`config.mk`:
```
export PLATFORM = sky130hd
export DESIGN_NAME = alarm_clear_ctrl
export DESIGN_NICKNAME = d
export VERILOG_FILES = /design/src/rtl/alarm_clear_pkg.sv /design/src/rtl/alm_sync.sv /design/src/rtl/alm_status.sv /design/src/rtl/clr_cfg_regs.sv /design/src/rtl/clr_combine.sv /design/src/rtl/alarm_clear_ctrl.sv
export SDC_FILE = /design/constraint.sdc
export NUM_CORES = 1
export LEC_CHECK = 0
export BUFFER_PORTS_ARGS = -buffer_cell sky130_fd_sc_hd__buf_2
export CAP_MARGIN = 15
export CELL_PAD_IN_SITES_DETAIL_PLACEMENT = 0
export CELL_PAD_IN_SITES_GLOBAL_PLACEMENT = 1
export CORE_MARGIN = 2
export CORE_UTILIZATION = 37
export DETAILED_ROUTE_END_ITERATION = 12
export GPL_ROUTABILITY_DRIVEN = 0
export PLACE_DENSITY = 0.73
export REMOVE_ABC_BUFFERS = 1
export SETUP_SLACK_MARGIN = 0.4
export SLEW_MARGIN = 20
export SYNTH_ARGS = -nofsm -noshare
export SYNTH_HDL_FRONTEND = slang
export SYNTH_SLANG_ARGS = --single-unit
export TNS_END_PERCENT = 30
```
`constraint.sdc`:
```
create_clock -name clk -period 2 [get_ports clk]
set_input_delay 0.4 -clock clk [delete_from_list [all_inputs] [get_ports clk]]
set_output_delay 0.4 -clock clk [all_outputs]
set_load 0.05 [all_outputs]
```
`src/rtl/alarm_clear_pkg.sv`:
```
package alarm_clear_pkg;

   typedef enum logic [1:0] {
      SEL_SWCLR  = 2'd0,
      SEL_CHEN   = 2'd1,
      SEL_SRCEN  = 2'd2,
      SEL_STATUS = 2'd3
   } host_sel_e;

   function automatic int max_i(input int a, input int b);
      return (a > b) ? a : b;
   endfunction

endpackage

```
`src/rtl/alm_sync.sv`:
```
module alm_sync #(
   parameter int STAGES = 2
) (
   input  logic clk,
   input  logic rst_n,
   input  logic d,
   output logic q
);
   if (STAGES < 2) begin : g_bad_stages
      $error("alm_sync: STAGES must be at least 2");
   end

   logic [STAGES-1:0] sh_q;

   always_ff @(posedge clk or negedge rst_n) begin
      if (!rst_n) sh_q <= '0;
      else        sh_q <= {sh_q[STAGES-2:0], d};
   end

   assign q = sh_q[STAGES-1];

   // a sampled high reaches the second flop one edge later
   p_shift_r6: assert property (@(posedge clk) disable iff (!rst_n)
      sh_q[0] |=> sh_q[1]);

endmodule

```
`src/rtl/alm_status.sv`:
```
module alm_status #(
   parameter int NSRC = 8
) (
   input  logic            clk,
   input  logic            rst_n,
   input  logic [NSRC-1:0] evt,
   input  logic            ack_en,
   input  logic [NSRC-1:0] ack_mask,
   output logic [NSRC-1:0] status
);
   if (NSRC < 1) begin : g_bad_nsrc
      $error("alm_status: NSRC must be at least 1");
   end

   for (genvar i = 0; i < NSRC; i++) begin : g_bit
      logic st_q;
      logic ack_hit;
      assign ack_hit = ack_en & ack_mask[i];

      always_ff @(posedge clk or negedge rst_n) begin
         if (!rst_n) st_q <= 1'b0;
         else        st_q <= (st_q & ~ack_hit) | evt[i];
      end

      assign status[i] = st_q;

      // an event always lands, even against an acknowledge
      p_set_r3: assert property (@(posedge clk) disable iff (!rst_n)
         evt[i] |=> status[i]);
      // sticky until acknowledged
      p_sticky_r4: assert property (@(posedge clk) disable iff (!rst_n)
         (status[i] && !(ack_en && ack_mask[i])) |=> status[i]);
      p_ack_r4: assert property (@(posedge clk) disable iff (!rst_n)
         (ack_en && ack_mask[i] && !evt[i]) |=> !status[i]);
   end

endmodule

```
`src/rtl/clr_cfg_regs.sv`:
```
module clr_cfg_regs
   import alarm_clear_pkg::*;
#(
   parameter int NUM_CH = 16,
   parameter int NSRC   = 8,
   parameter int WD_W   = 16
) (
   input  logic              clk,
   input  logic              rst_n,
   input  logic              host_we,
   input  logic [1:0]        host_sel,
   input  logic [WD_W-1:0]   host_wdata,
   output logic [NUM_CH-1:0] sw_clr,
   output logic [NUM_CH-1:0] ch_en,
   output logic [NSRC-1:0]   src_en,
   output logic              ack_en,
   output logic [NSRC-1:0]   ack_mask
);
   if (WD_W < NUM_CH || WD_W < NSRC) begin : g_bad_wd
      $error("clr_cfg_regs: WD_W narrower than a target register");
   end

   logic wr_sw, wr_ch, wr_src;
   assign wr_sw  = host_we && (host_sel == SEL_SWCLR);
   assign wr_ch  = host_we && (host_sel == SEL_CHEN);
   assign wr_src = host_we && (host_sel == SEL_SRCEN);

   always_ff @(posedge clk or negedge rst_n) begin
      if (!rst_n)     sw_clr <= '0;
      else if (wr_sw) sw_clr <= host_wdata[NUM_CH-1:0];
   end

   always_ff @(posedge clk or negedge rst_n) begin
      if (!rst_n)     ch_en <= '0;
      else if (wr_ch) ch_en <= host_wdata[NUM_CH-1:0];
   end

   always_ff @(posedge clk or negedge rst_n) begin
      if (!rst_n)      src_en <= '0;
      else if (wr_src) src_en <= host_wdata[NSRC-1:0];
   end

   assign ack_en   = host_we && (host_sel == SEL_STATUS);
   assign ack_mask = host_wdata[NSRC-1:0];

   // registers only move on a matching write
   p_sw_hold_r11: assert property (@(posedge clk) disable iff (!rst_n)
      !(host_we && host_sel == SEL_SWCLR) |=> $stable(sw_clr));
   p_ch_hold_r11: assert property (@(posedge clk) disable iff (!rst_n)
      !(host_we && host_sel == SEL_CHEN) |=> $stable(ch_en));
   p_src_hold_r11: assert property (@(posedge clk) disable iff (!rst_n)
      !(host_we && host_sel == SEL_SRCEN) |=> $stable(src_en));

endmodule

```
`src/rtl/clr_combine.sv`:
```
module clr_combine #(
   parameter int NUM_CH = 16,
   parameter int NSRC   = 8
) (
   input  logic              clk,
   input  logic              rst_n,
   input  logic [NSRC-1:0]   status,
   input  logic [NSRC-1:0]   src_en,
   input  logic [NUM_CH-1:0] ch_en,
   input  logic [NUM_CH-1:0] sw_clr,
   output logic [NUM_CH-1:0] clr_q
);
   logic alarm_hit;
   assign alarm_hit = |(status & src_en);

   for (genvar c = 0; c < NUM_CH; c++) begin : g_ch
      always_ff @(posedge clk or negedge rst_n) begin
         if (!rst_n) clr_q[c] <= 1'b0;
         else        clr_q[c] <= sw_clr[c] | (ch_en[c] & alarm_hit);
      end

      // software clear always wins
      p_sw_r2: assert property (@(posedge clk) disable iff (!rst_n)
         sw_clr[c] |=> clr_q[c]);
      // disabled channel ignores alarms
      p_gate_r8: assert property (@(posedge clk) disable iff (!rst_n)
         (!ch_en[c] && !sw_clr[c]) |=> !clr_q[c]);
      // no qualifying status bit -> released
      p_release_r9: assert property (@(posedge clk) disable iff (!rst_n)
         (!sw_clr[c] && ((status & src_en) == '0)) |=> !clr_q[c]);
      p_hold_r9: assert property (@(posedge clk) disable iff (!rst_n)
         (ch_en[c] && ((status & src_en) != '0)) |=> clr_q[c]);
   end

endmodule

```
`src/rtl/alarm_clear_ctrl.sv`:
```
module alarm_clear_ctrl
   import alarm_clear_pkg::*;
#(
   parameter  int NUM_CH      = 16,
   parameter  int NUM_EVT     = 7,
   parameter  int SYNC_STAGES = 2,
   localparam int NSRC        = NUM_EVT + 1,
   localparam int WD_W        = (NUM_CH > NSRC) ? NUM_CH : NSRC
) (
   input  logic              clk,
   input  logic              rst_n,
   input  logic [NUM_EVT-1:0] alarm_evt,
   input  logic              alarm_hw,
   input  logic              host_we,
   input  logic [1:0]        host_sel,
   input  logic [WD_W-1:0]   host_wdata,
   output logic [NUM_CH-1:0] dac_clear,
   output logic [NSRC-1:0]   alarm_status
);
   if (NUM_CH < 1 || NUM_EVT < 1) begin : g_bad_top
      $error("alarm_clear_ctrl: NUM_CH and NUM_EVT must be at least 1");
   end
   if (WD_W != max_i(NUM_CH, NSRC)) begin : g_bad_wd
      $error("alarm_clear_ctrl: write width mismatch");
   end

   logic              hw_sync;
   logic [NSRC-1:0]   evt_all;
   logic [NUM_CH-1:0] sw_clr, ch_en;
   logic [NSRC-1:0]   src_en, ack_mask;
   logic              ack_en;

   alm_sync #(.STAGES(SYNC_STAGES)) u_sync (
      .clk(clk), .rst_n(rst_n), .d(alarm_hw), .q(hw_sync));

   assign evt_all = {hw_sync, alarm_evt};

   clr_cfg_regs #(.NUM_CH(NUM_CH), .NSRC(NSRC), .WD_W(WD_W)) u_cfg (
      .clk(clk), .rst_n(rst_n), .host_we(host_we), .host_sel(host_sel),
      .host_wdata(host_wdata), .sw_clr(sw_clr), .ch_en(ch_en),
      .src_en(src_en), .ack_en(ack_en), .ack_mask(ack_mask));

   alm_status #(.NSRC(NSRC)) u_status (
      .clk(clk), .rst_n(rst_n), .evt(evt_all), .ack_en(ack_en),
      .ack_mask(ack_mask), .status(alarm_status));

   clr_combine #(.NUM_CH(NUM_CH), .NSRC(NSRC)) u_comb (
      .clk(clk), .rst_n(rst_n), .status(alarm_status), .src_en(src_en),
      .ch_en(ch_en), .sw_clr(sw_clr), .clr_q(dac_clear));

   // outputs are zero while reset is held
   always_comb begin
      if (!rst_n) begin
         a_reset_r1: assert (dac_clear == '0 && alarm_status == '0);
      end
   end

endmodule

```
==> results of run 1 <==
per-layer routing:
metal  track usage (%)  vias to the layer above
met5                 0                        -
met2             18.96                       35
met4             6.494                        0
met3             4.235                        5
met1             18.43                      705
li1                  -                      669
logic make-up (layout without fill, tap and decap cells):
| family | count (synthesis) | after routing |
|---|---|---|
| AO/OA/AOI/OAI | 28 | 28 |
| buffers and inverters | 12 | 71 |
| flip-flops | 66 | 66 |
| multiplexers | 40 | 40 |
| AND/OR/NAND/NOR | 13 | 13 |
area by class of cell:
cell class	count	area (sq um)
clock buffer	13	158.9
fill	569	3455
multi-input combinational	81	740.7
sequential	66	1652
tap	77	96.34
timing repair buffer	58	320.3
sequential cells by signal (all words and copies together), names as in the netlist:
register and flops:
u_cfg.ch_en 16, u_cfg.sw_clr 16, u_comb.clr_q 16, u_status.g_bit.st_q 8
u_cfg.src_en 8, u_sync.sh_q 2
worst max-delay path by stage:
stage | startpoint | endpoint | slack (ns) | cells past startpoint
floorplan | u_status.g_bit[6].st_q$_DFF_PN0_ | u_comb.clr_q[0]$_DFF_PN0_ | 0.40 | 3
global placement | host_sel[1] | u_cfg.ch_en[15]$_DFFE_PN0P_ | 0.40 | 3
detailed placement | host_sel[1] | u_cfg.ch_en[1]$_DFFE_PN0P_ | 0.38 | 3
CTS | u_status.g_bit[0].st_q$_DFF_PN0_ | alarm_status[0] | 0.58 | 1
global route | u_status.g_bit[0].st_q$_DFF_PN0_ | alarm_status[0] | 0.57 | 1
finish | u_status.g_bit[0].st_q$_DFF_PN0_ | alarm_status[0] | 0.61 | 1
power groups by stage:
| stage | Clock (mW) | Sequential (mW) | Combinational (mW) |
|---|---|---|---|
| after floorplan | 0 | 1.93 | 0.224 |
| after global placement | 0 | 1.68 | 0.672 |
| after global routing | 1.01 | 1.69 | 0.721 |
| final | 0.931 | 1.66 | 0.674 |
| after CTS | 0.965 | 1.66 | 0.686 |
| after detailed placement | 0 | 1.69 | 0.682 |
per-stage QoR:
stage / util, % / setup WS, ns / total power [mW] / std cells / instance area (sq um)
finish: 46.21 / 0.6110 / 3.263 / 295 / 2968
global route: 46.21 / 0.5682 / 3.421 / 295 / 2968
CTS: 46.21 / 0.5842 / 3.313 / 295 / 2968
detailed placement: 43.58 / 0.3768 / 2.368 / 281 / 2799
global placement: 43.58 / 0.4043 / 2.351 / 281 / 2799
floorplan: - / 0.4026 / 2.154 / 147 / 2392
cell usage after synthesis:
cell / instances / area share, %
nand4_1: 1 / 0.25
and3_1: 1 / 0.25
nand3b_2: 1 / 0.45
buf_2: 1 / 0.20
dfrtp_1: 66 / 66
mux2_2: 40 / 18
buf_4: 8 / 2.4
nand2_1: 8 / 1.2
nand3b_1: 1 / 0.30
a22oi_1: 4 / 1.2
a21o_1: 24 / 7.3
clkbuf_1: 1 / 0.15
buf_6: 2 / 0.91
nor3b_4: 1 / 0.76
repair_timing:
item	in CTS	in global routing
hold endpoints to repair	8	0
hold buffers	1	0
buffers inserted	0	0
endpoints found under the setup margin	0	0
==> impl_metrics.yaml, run 1 <==
outcome:
  status: "finished clean"
sta:
  slew_headroom_pct: 67.32
  slew_viol_final: 0
  post-route-period-util_pct: 69.45
  holdWs_ns: 0.1779
  finalSetupViolCount: 0
  worst_slew_pin_slew_ns: 0.4876
  finalSetupTns_ns: 0
  fmaxAchievable_ghz: 0.7200
  fin_skew_ns: 0.005868
  post-route-min-period_ns: 1.389
  rsz0062_at_grt: "false"
  finalHoldViolCount: 0
die:
  rows: 29
  core-area_sq_um: 6422
  die-area_sq_um: 7384
  die-height_microns: 85.93
  chipWidth_microns: 85.93
  start_util_pct: 38.67
  io_pins: 53
detailed_routing:
  dr.pass1.iters: 3
  drc: 0
  drt_wl_total_microns: 4386
  highest_layer: "met4"
  wl_per_cell_microns: 14.87
  dr_wl_met2_microns: 2050
  dr_wl_met3_microns: 184
  num_vias: 1414
  antenna_left: 0
  viasPerCell: 4.793
  drt_iter0_drc: 130
  met1_length_microns: 2077
critical_path:
  worstPathCellList: "buf_2"
  r2r_start: "u_status.g_bit[2].st_q$_DFF_PN0_"
  reg2reg_depth: 4
  cp-start-kind: "flop"
  path_buf_inv: 1
  cp-end-kind: "output pin"
  r2r-end: "u_comb.clr_q[5]$_DFF_PN0_"
  regToRegSetupSlack_ns: 0.71
  crit_type: "reg2out"
  slowest_stage: "dfrtp_1"
  critPathTopFamily: "flip-flops"
  crit_required_ns: 1.60
  worstPathArrival_ns: 0.99
  critPathMaxFanout: 3
  critical-path-max-stage-delay_ns: 0.38
yosys:
  synth_fa_ha_area_share_pct: 0
  ys_warn_count: 0
  yosysSeqAreaShare_pct: 66.50
  ys_ff_latch: 66
  yosys.area_share.simple_pct: 3.224
  synth.distinct_cells: 14
  synth_xor_area_share_pct: 0
  synth_top_family_by_area: "multiplexers"
  synth_area_sq_um: 2484
  syn_inst: 159
  synth.area.mux_share_pct: 18.14
  synth.avg_cell_area_sq_um: 15.62
  synth_compound_area_share_pct: 8.463
cells_and_area:
  final_cell_mix: "66 x dfrtp_1, 52 x buf_2, 40 x mux2_2"
  synthToLayoutAreaGrowth_pct: 19.50
  nNetsFinal: 245
  layout_commonest_cell: "dfrtp_1"
  drive_gt1_share_pct: 50.46
  antennaDiodeCount: 0
run:
  maxCapViolCount: 0
clocking:
  clkLatencyLatePin_ns: 0.32
  cts_root_buf: "clkbuf_8"
  cts_tree: "yes"
  path_clk_slew_ns: 0.06
  h-tree-depth: 3
  cts_buffer_depth: 2
  ctsResizeCount: 0
  clkSinkCount: 66
  numCtsBuffers: 9
pwr:
  power_frac_seq_pct: 50.8
  power.leakage_nw: 1.336
  switching_share_pct: 29.06
  peakVddDrop_mv: 0.5061
  p_per_area_nw_per_um2: 1100
  internal_power_mw: 2.315
  combPwrFrac_pct: 20.6
  clkPwrFrac_pct: 28.5
  p_switching_mw: 0.9485
global_route:
  grt_max_degree: 29
  gr-total-overflow: 0
  grt.total_usage_pct: 13.33
  antenna_found_initial: 0
  grt_pass1_vias: 1476
  grt_pass1_wl_microns: 7334
min_path:
  holdPathStages: 1
  min_to: "u_sync.sh_q[0]$_DFF_PN0_"
  hp-start: "alarm_hw"
  min_path_type: "in2reg"
placed_design:
  io_buffers: 52
  post-dp-hpwl_microns: 3052
Note: power is estimated with default switching activity, not from simulation.
==> inputs of run 2 (changes only) <==
--- a/config.mk
+++ b/config.mk
@@ -13,7 +13,7 @@
 export CORE_UTILIZATION = 37
 export DETAILED_ROUTE_END_ITERATION = 12
 export GPL_ROUTABILITY_DRIVEN = 0
-export PLACE_DENSITY = 0.73
+export PLACE_DENSITY = 0.75
 export REMOVE_ABC_BUFFERS = 1
 export SETUP_SLACK_MARGIN = 0.4
 export SLEW_MARGIN = 20
==> constraint.sdc (replaced) <==
create_clock -name clk -period 1.2 [get_ports clk]
set_input_delay 0.24 -clock clk [delete_from_list [all_inputs] [get_ports clk]]
set_output_delay 0.24 -clock clk [all_outputs]
set_load 0.05 [all_outputs]
==> run 2 against run 1 <==
  * The run now ends with setup timing left
  * Critical path depth is 1 higher
  * Via count is 6.9% higher
  * Flip-flop and latch count stayed put
  * Sequential power is 69% higher
  * Worst hold slack worse by 0.11 ns
  * Largest cell class unchanged
  * Largest power group unchanged
==> impl_metrics.yaml, run 2 (synthesis results as in run 1) <==
sta:
  holdWs_ns: 0.07240
  post-route-min-period_ns: 1.265
  rsz0062_at_grt: "true"
  slew_viol_final: 0
  fin_skew_ns: 0.007275
  worst_slew_pin_slew_ns: 0.3486
  post-route-period-util_pct: 105.4
  fmaxAchievable_ghz: 0.7905
  timing.final.ws_setup_ns: -0.06500
  finalSetupViolCount: 24
  finalHoldViolCount: 0
  slew_headroom_pct: 76.76
detailed_routing:
  num_vias: 1511
  viasPerCell: 4.859
  antenna_left: 0
  wl_per_cell_microns: 15.33
  drt_wl_total_microns: 4768
  drt_iter0_drc: 42
  dr.pass1.iters: 4
  drc: 0
placed_design:
  io_buffers: 52
  post-dp-hpwl_microns: 3013
  pre_cts_ws_ns: -0.07476
die:
  core-area_sq_um: 6422
  start_util_pct: 38.67
  die-height_microns: 85.93
  die-area_sq_um: 7384
  io_pins: 53
  chipWidth_microns: 85.93
  rows: 29
global_route:
  grt_max_degree: 67
  grt_pass1_wl_microns: 8114
  grt.total_usage_pct: 14.99
  grt_pass1_vias: 1628
  antenna_found_initial: 0
  gr-total-overflow: 0
pwr:
  combPwrFrac_pct: 23.2
  p_switching_mw: 1.699
  power_frac_seq_pct: 46.4
  p_per_area_nw_per_um2: 1757
  internal_power_mw: 4.370
  total_power_mw: 6.069
  power.leakage_nw: 1.585
  clkPwrFrac_pct: 30.4
  switching_share_pct: 28.00
  peakVddDrop_mv: 0.9507
cells_and_area:
  top_regs: "u_cfg.ch_en x16, u_cfg.sw_clr x16, u_comb.clr_q x16"
  nNetsFinal: 258
  drive_gt1_share_pct: 54.70
  layout_commonest_cell: "dfrtp_1"
  utilization_pct: 53.77
  antennaDiodeCount: 0
  final_cell_mix: "66 x dfrtp_1, 27 x buf_6, 25 x buf_2"
  fillCellCount: 550
  synthToLayoutAreaGrowth_pct: 39.04
  seqCellArea_sq_um: 1652
  multi_input_area_sq_um: 820.8
outcome:
  violations: "setup timing"
  status: "finished, violations left"
critical_path:
  critical-path-max-stage-delay_ns: 0.39
  cp-start-kind: "flop"
  critPathMaxFanout: 2
  critPathTopFamily: "flip-flops"
  worstPathArrival_ns: 1.03
  r2r_start: "u_status.g_bit[6].st_q$_DFF_PN0_"
  cp-end-kind: "output pin"
  slowest_stage: "dfrtp_1"
  crit_type: "reg2out"
  startpoint: "u_status.g_bit[2].st_q$_DFF_PN0_"
  path_buf_inv: 2
  worstPathCellList: "buf_4 -> buf_6"
  crit_required_ns: 0.96
clocking:
  cts_tree: "yes"
  postCtsSetupBuffers: 0
  cts_root_buf: "clkbuf_8"
  clkLatencyLatePin_ns: 0.34
  numCtsBuffers: 9
  cts_buffer_depth: 2
  h-tree-depth: 3
  path_clk_slew_ns: 0.07
  clkSinkCount: 66
min_path:
  hp-start: "alarm_evt[4]"
  min_path_type: "in2reg"
run:
  maxCapViolCount: 0
## run 2: layout make-up
cell class / count / share of cell area (%)
clock buffer: 14 / 4.710
clock inverter: 2 / 1.014
multi-input combinational: 81 / 23.77
sequential: 66 / 47.83
tap: 77 / 2.790
timing repair buffer: 71 / 19.89
## run 2: worst reg2reg max path: stages, from the launching register on
cell and delay (ns):
dfrtp_1 0.41, a22oi_2 0.20, nand4_1 0.20, buf_6 0.20, a21o_1 0.15
## run 2: per-layer routing
layer	vias to the layer above	share of wire, %	track usage, %
li1	692	-	-
met2	41	50	22.90
met3	10	5.1	4.427
met4	0	2.2	9.091
met1	768	42	18.77
met5	-	0	0
## run 2: metrics by stage
step	std cells	setup TNS (ns)	instance area [sq um]
final	311	-1.299	3453
after global routing	311	-2.347	3453
after CTS	311	-1.505	3411
after detailed placement	293	-1.684	2927
after global placement	293	-1.539	2927
after floorplan	147	-7.493	2392
## run 2: power by group through the flow
stage	clock network, mW	logic (mW)	registers, mW
CTS	1.90	1.41	2.80
finish	1.85	1.41	2.81
floorplan	0	0.373	3.22
global route	2.02	1.49	2.86
detailed placement	0	1.16	2.81
global placement	0	1.15	2.80
## run 2: what timing repair did
action                                  4_1_cts  5_1_grt
endpoints found under the hold margin        67        0
cloned                                        0        0
hold buffers                                  2        0
resized for setup                            80       10
endpoints found under the setup margin       61       61
pin swaps                                     1       23
## run 2: path summary, 6_finish.rpt
kind                            depth (start not counted)  slack [ns]                                to
min in group asynchronous                               3        0.45       u_cfg.sw_clr[7]$_DFFE_PN0P_
worst max-delay path                                    2       -0.07                   alarm_status[2]
worst min-delay path                                    2        0.07  u_status.g_bit[4].st_q$_DFF_PN0_
worst max register to register                          4       -0.07        u_comb.clr_q[13]$_DFF_PN0_
worst min register to register                          0        0.36          u_sync.sh_q[1]$_DFF_PN0_
max in group asynchronous                               3        0.46      u_cfg.sw_clr[10]$_DFFE_PN0P_
==> inputs of run 3 (changes only) <==
--- a/config.mk
+++ b/config.mk
@@ -19,5 +19,6 @@
 export SLEW_MARGIN = 20
 export SYNTH_ARGS = -nofsm -noshare
 export SYNTH_HDL_FRONTEND = slang
+export SYNTH_HIERARCHICAL = 1
 export SYNTH_SLANG_ARGS = --single-unit
 export TNS_END_PERCENT = 30
==> run 3 against run 2 <==
  * The flow still finishes with violations (setup timing)
  * First-iteration DRC count shrank 2.4%
  * Wire length grew 2.2%
  * Power grew 0.39%
  * Cell area grew 1.8%
  * Worst hold slack gained 0.0093 ns
  * Critical endpoint is now u_comb/clr_q[0]$_DFF_PN0_
  * Largest cell class unchanged
==> impl_metrics.yaml, run 3 <==
cells_and_area:
  drive_gt1_share_pct: 58.30
  utilization_pct: 51.77
  layout_commonest_cell: "dfrtp_1"
  top_regs: "u_cfg/ch_en x16, u_cfg/sw_clr x16, u_comb/clr_q x16"
  synthToLayoutAreaGrowth_pct: 35.47
  nNetsFinal: 259
  instances_no_fill: 331
  antennaDiodeCount: 0
  final_cell_mix: "66 x dfrtp_1, 25 x buf_2, 24 x buf_6, 24 x mux2_2, 18 x a21o_1"
sta:
  post-route-period-util_pct: 105.8
  fin_skew_ns: 0.01008
  finalSetupViolCount: 21
  slew_headroom_pct: 72.29
  worst_slew_pin_slew_ns: 0.4142
  slew_viol_final: 0
  rsz0062_at_grt: "true"
  timing.final.ws_setup_ns: -0.06905
  finalHoldViolCount: 0
  post-route-min-period_ns: 1.269
  fmaxAchievable_ghz: 0.7880
yosys:
  synth_compound_area_share_pct: 9.157
  syn_inst: 167
  yosys.area_share.simple_pct: 3.663
  synth_top_area_share_pct: 63.61
  synth_edf_count: 0
  synth_common_cells: "66 x dfrtp_1, 40 x mux2_2, 18 x a21o_1, 17 x buf_4, 8 x nand2_1"
  yosysMostFrequentCell: "dfrtp_1"
  async_reset_ff_share_pct: 100.0
  synth_xor_area_share_pct: 0
  synth.avg_cell_area_sq_um: 15.55
  synth-main-ff-cell: "dfrtp_1"
  synth.distinct_cells: 13
  synth_top_family_by_area: "multiplexers"
  yosysSeqAreaShare_pct: 63.61
  yosys-top-cells-area: "dfrtp_1 64%, mux2_2 17%, a21o_1 5.2%"
  synth.area.mux_share_pct: 17.35
  synth_area_sq_um: 2596
  ys_warn_count: 6
  ys_ff_latch: 66
  synth_fa_ha_area_share_pct: 0
  synth_top_area_cell: "dfrtp_1"
critical_path:
  critPathMaxFanout: 16
  crit_required_ns: 1.42
  cp-start-kind: "flop"
  cp-end-kind: "flop"
  worstPathArrival_ns: 1.49
  crit_type: "reg2reg"
outcome:
  violations: "setup timing"
  status: "finished, violations left"
pwr:
  power.leakage_nw: 1.605
  p_per_area_nw_per_um2: 1732
  total_power_mw: 6.093
  peakVddDrop_mv: 0.7499
clocking:
  cts_buffer_depth: 2
  clkLatencyLatePin_ns: 0.34
  cts_tree: "yes"
  path_clk_slew_ns: 0.07
  cts_root_buf: "clkbuf_8"
  clkSinkCount: 66
  numCtsBuffers: 9
  h-tree-depth: 3
min_path:
  min_path_type: "in2reg"
die:
  die-height_microns: 87.77
  start_util_pct: 38.21
  die-area_sq_um: 7703
  chipWidth_microns: 87.77
  core-area_sq_um: 6794
  rows: 30
  io_pins: 53
detailed_routing:
  wl_per_cell_microns: 14.73
  drt_iter0_drc: 41
  viasPerCell: 4.480
  num_vias: 1483
  drt_wl_total_microns: 4874
  dr.pass1.iters: 4
  antenna_left: 0
  drc: 0
global_route:
  grt_pass1_wl_microns: 8135
  use_met3_pct: 4.147
  use_met1_pct: 18.95
  busiest_layer: "met2"
  grt.total_usage_pct: 14.39
  grtUsageMet2_pct: 21.63
  antenna_found_initial: 0
  grt_pass1_vias: 1573
  grt_max_degree: 34
  gr-total-overflow: 0
placed_design:
  pre_cts_ws_ns: -0.07681
  post-dp-hpwl_microns: 3248
  dp_cells: 311
  io_buffers: 52
run:
  maxCapViolCount: 0
==> run 3: critical path, cell delays in order, from the launching register on <==
cell and delay [ns]:
dfrtp_1 0.38, a22oi_2 0.26, nand4_4 0.13, buf_12 0.17, a21o_2 0.21
==> run 3: final timing paths <==
kind,from,to,slack [ns],cells past startpoint
max,u_cfg/src_en[3]$_DFFE_PN0P_,u_comb/clr_q[0]$_DFF_PN0_,-0.07,4
min,alarm_evt[0],u_status/g_bit[0].st_q$_DFF_PN0_,0.08,2
max reg2reg,u_cfg/src_en[3]$_DFFE_PN0P_,u_comb/clr_q[0]$_DFF_PN0_,-0.07,4
min reg2reg,u_sync/sh_q[0]$_DFF_PN0_,u_sync/sh_q[1]$_DFF_PN0_,0.35,0
max in group asynchronous,rst_n,u_cfg/ch_en[14]$_DFFE_PN0P_,0.47,3
min in group asynchronous,rst_n,u_cfg/src_en[1]$_DFFE_PN0P_,0.36,2
==> run 3: cell type report <==
type,count,area (sq um)
Fill cell,560,3277
Sequential cell,66,1652
Multi-Input combinational cell,81,852.1
Timing Repair Buffer,72,698.2
Clock buffer,11,141.4
Tap cell,96,120.1
Clock inverter,5,53.80
==> run 3: stage by stage <==
step / hold slack, ns / cell area, sq um / setup TNS, ns
floorplan: -0.05559 / 2435 / -4.496
global placement: 0.1468 / 2998 / -1.596
detailed placement: 0.1442 / 2998 / -1.767
CTS: 0.06853 / 3505 / -1.101
global route: 0.07262 / 3517 / -1.787
finish: 0.08171 / 3517 / -0.9309
==> run 3: power breakdown <==
part	internal [mW]	total, mW	switching (mW)
logic	0.704	1.45	0.743
clock network	1.01	1.83	0.824
registers	2.61	2.81	0.205
==> run 3: timing repair <==
action	in CTS	in global routing
endpoints found under the setup margin	61	69
pin swaps	5	6
setup buffers	1	0
gates cloned	0	0
hold endpoints to repair	10	0
hold buffers	3	0
gates resized for setup	82	2
==> run 3: kinds of logic after synthesis <==
logic type             after synthesis
AO/OA/AOI/OAI                       28
buffers and inverters               20
flip-flops                          66
multiplexers                        40
AND/OR/NAND/NOR                     13
==> run 3: layer usage <==
metal | wire length, microns | vias up | share of wire [%]
li1 | - | 698 | -
met4 | 104 | 0 | 2.1
met1 | 2330 | 741 | 48
met5 | 0 | - | 0
met2 | 2246 | 35 | 46
met3 | 192 | 9 | 3.9
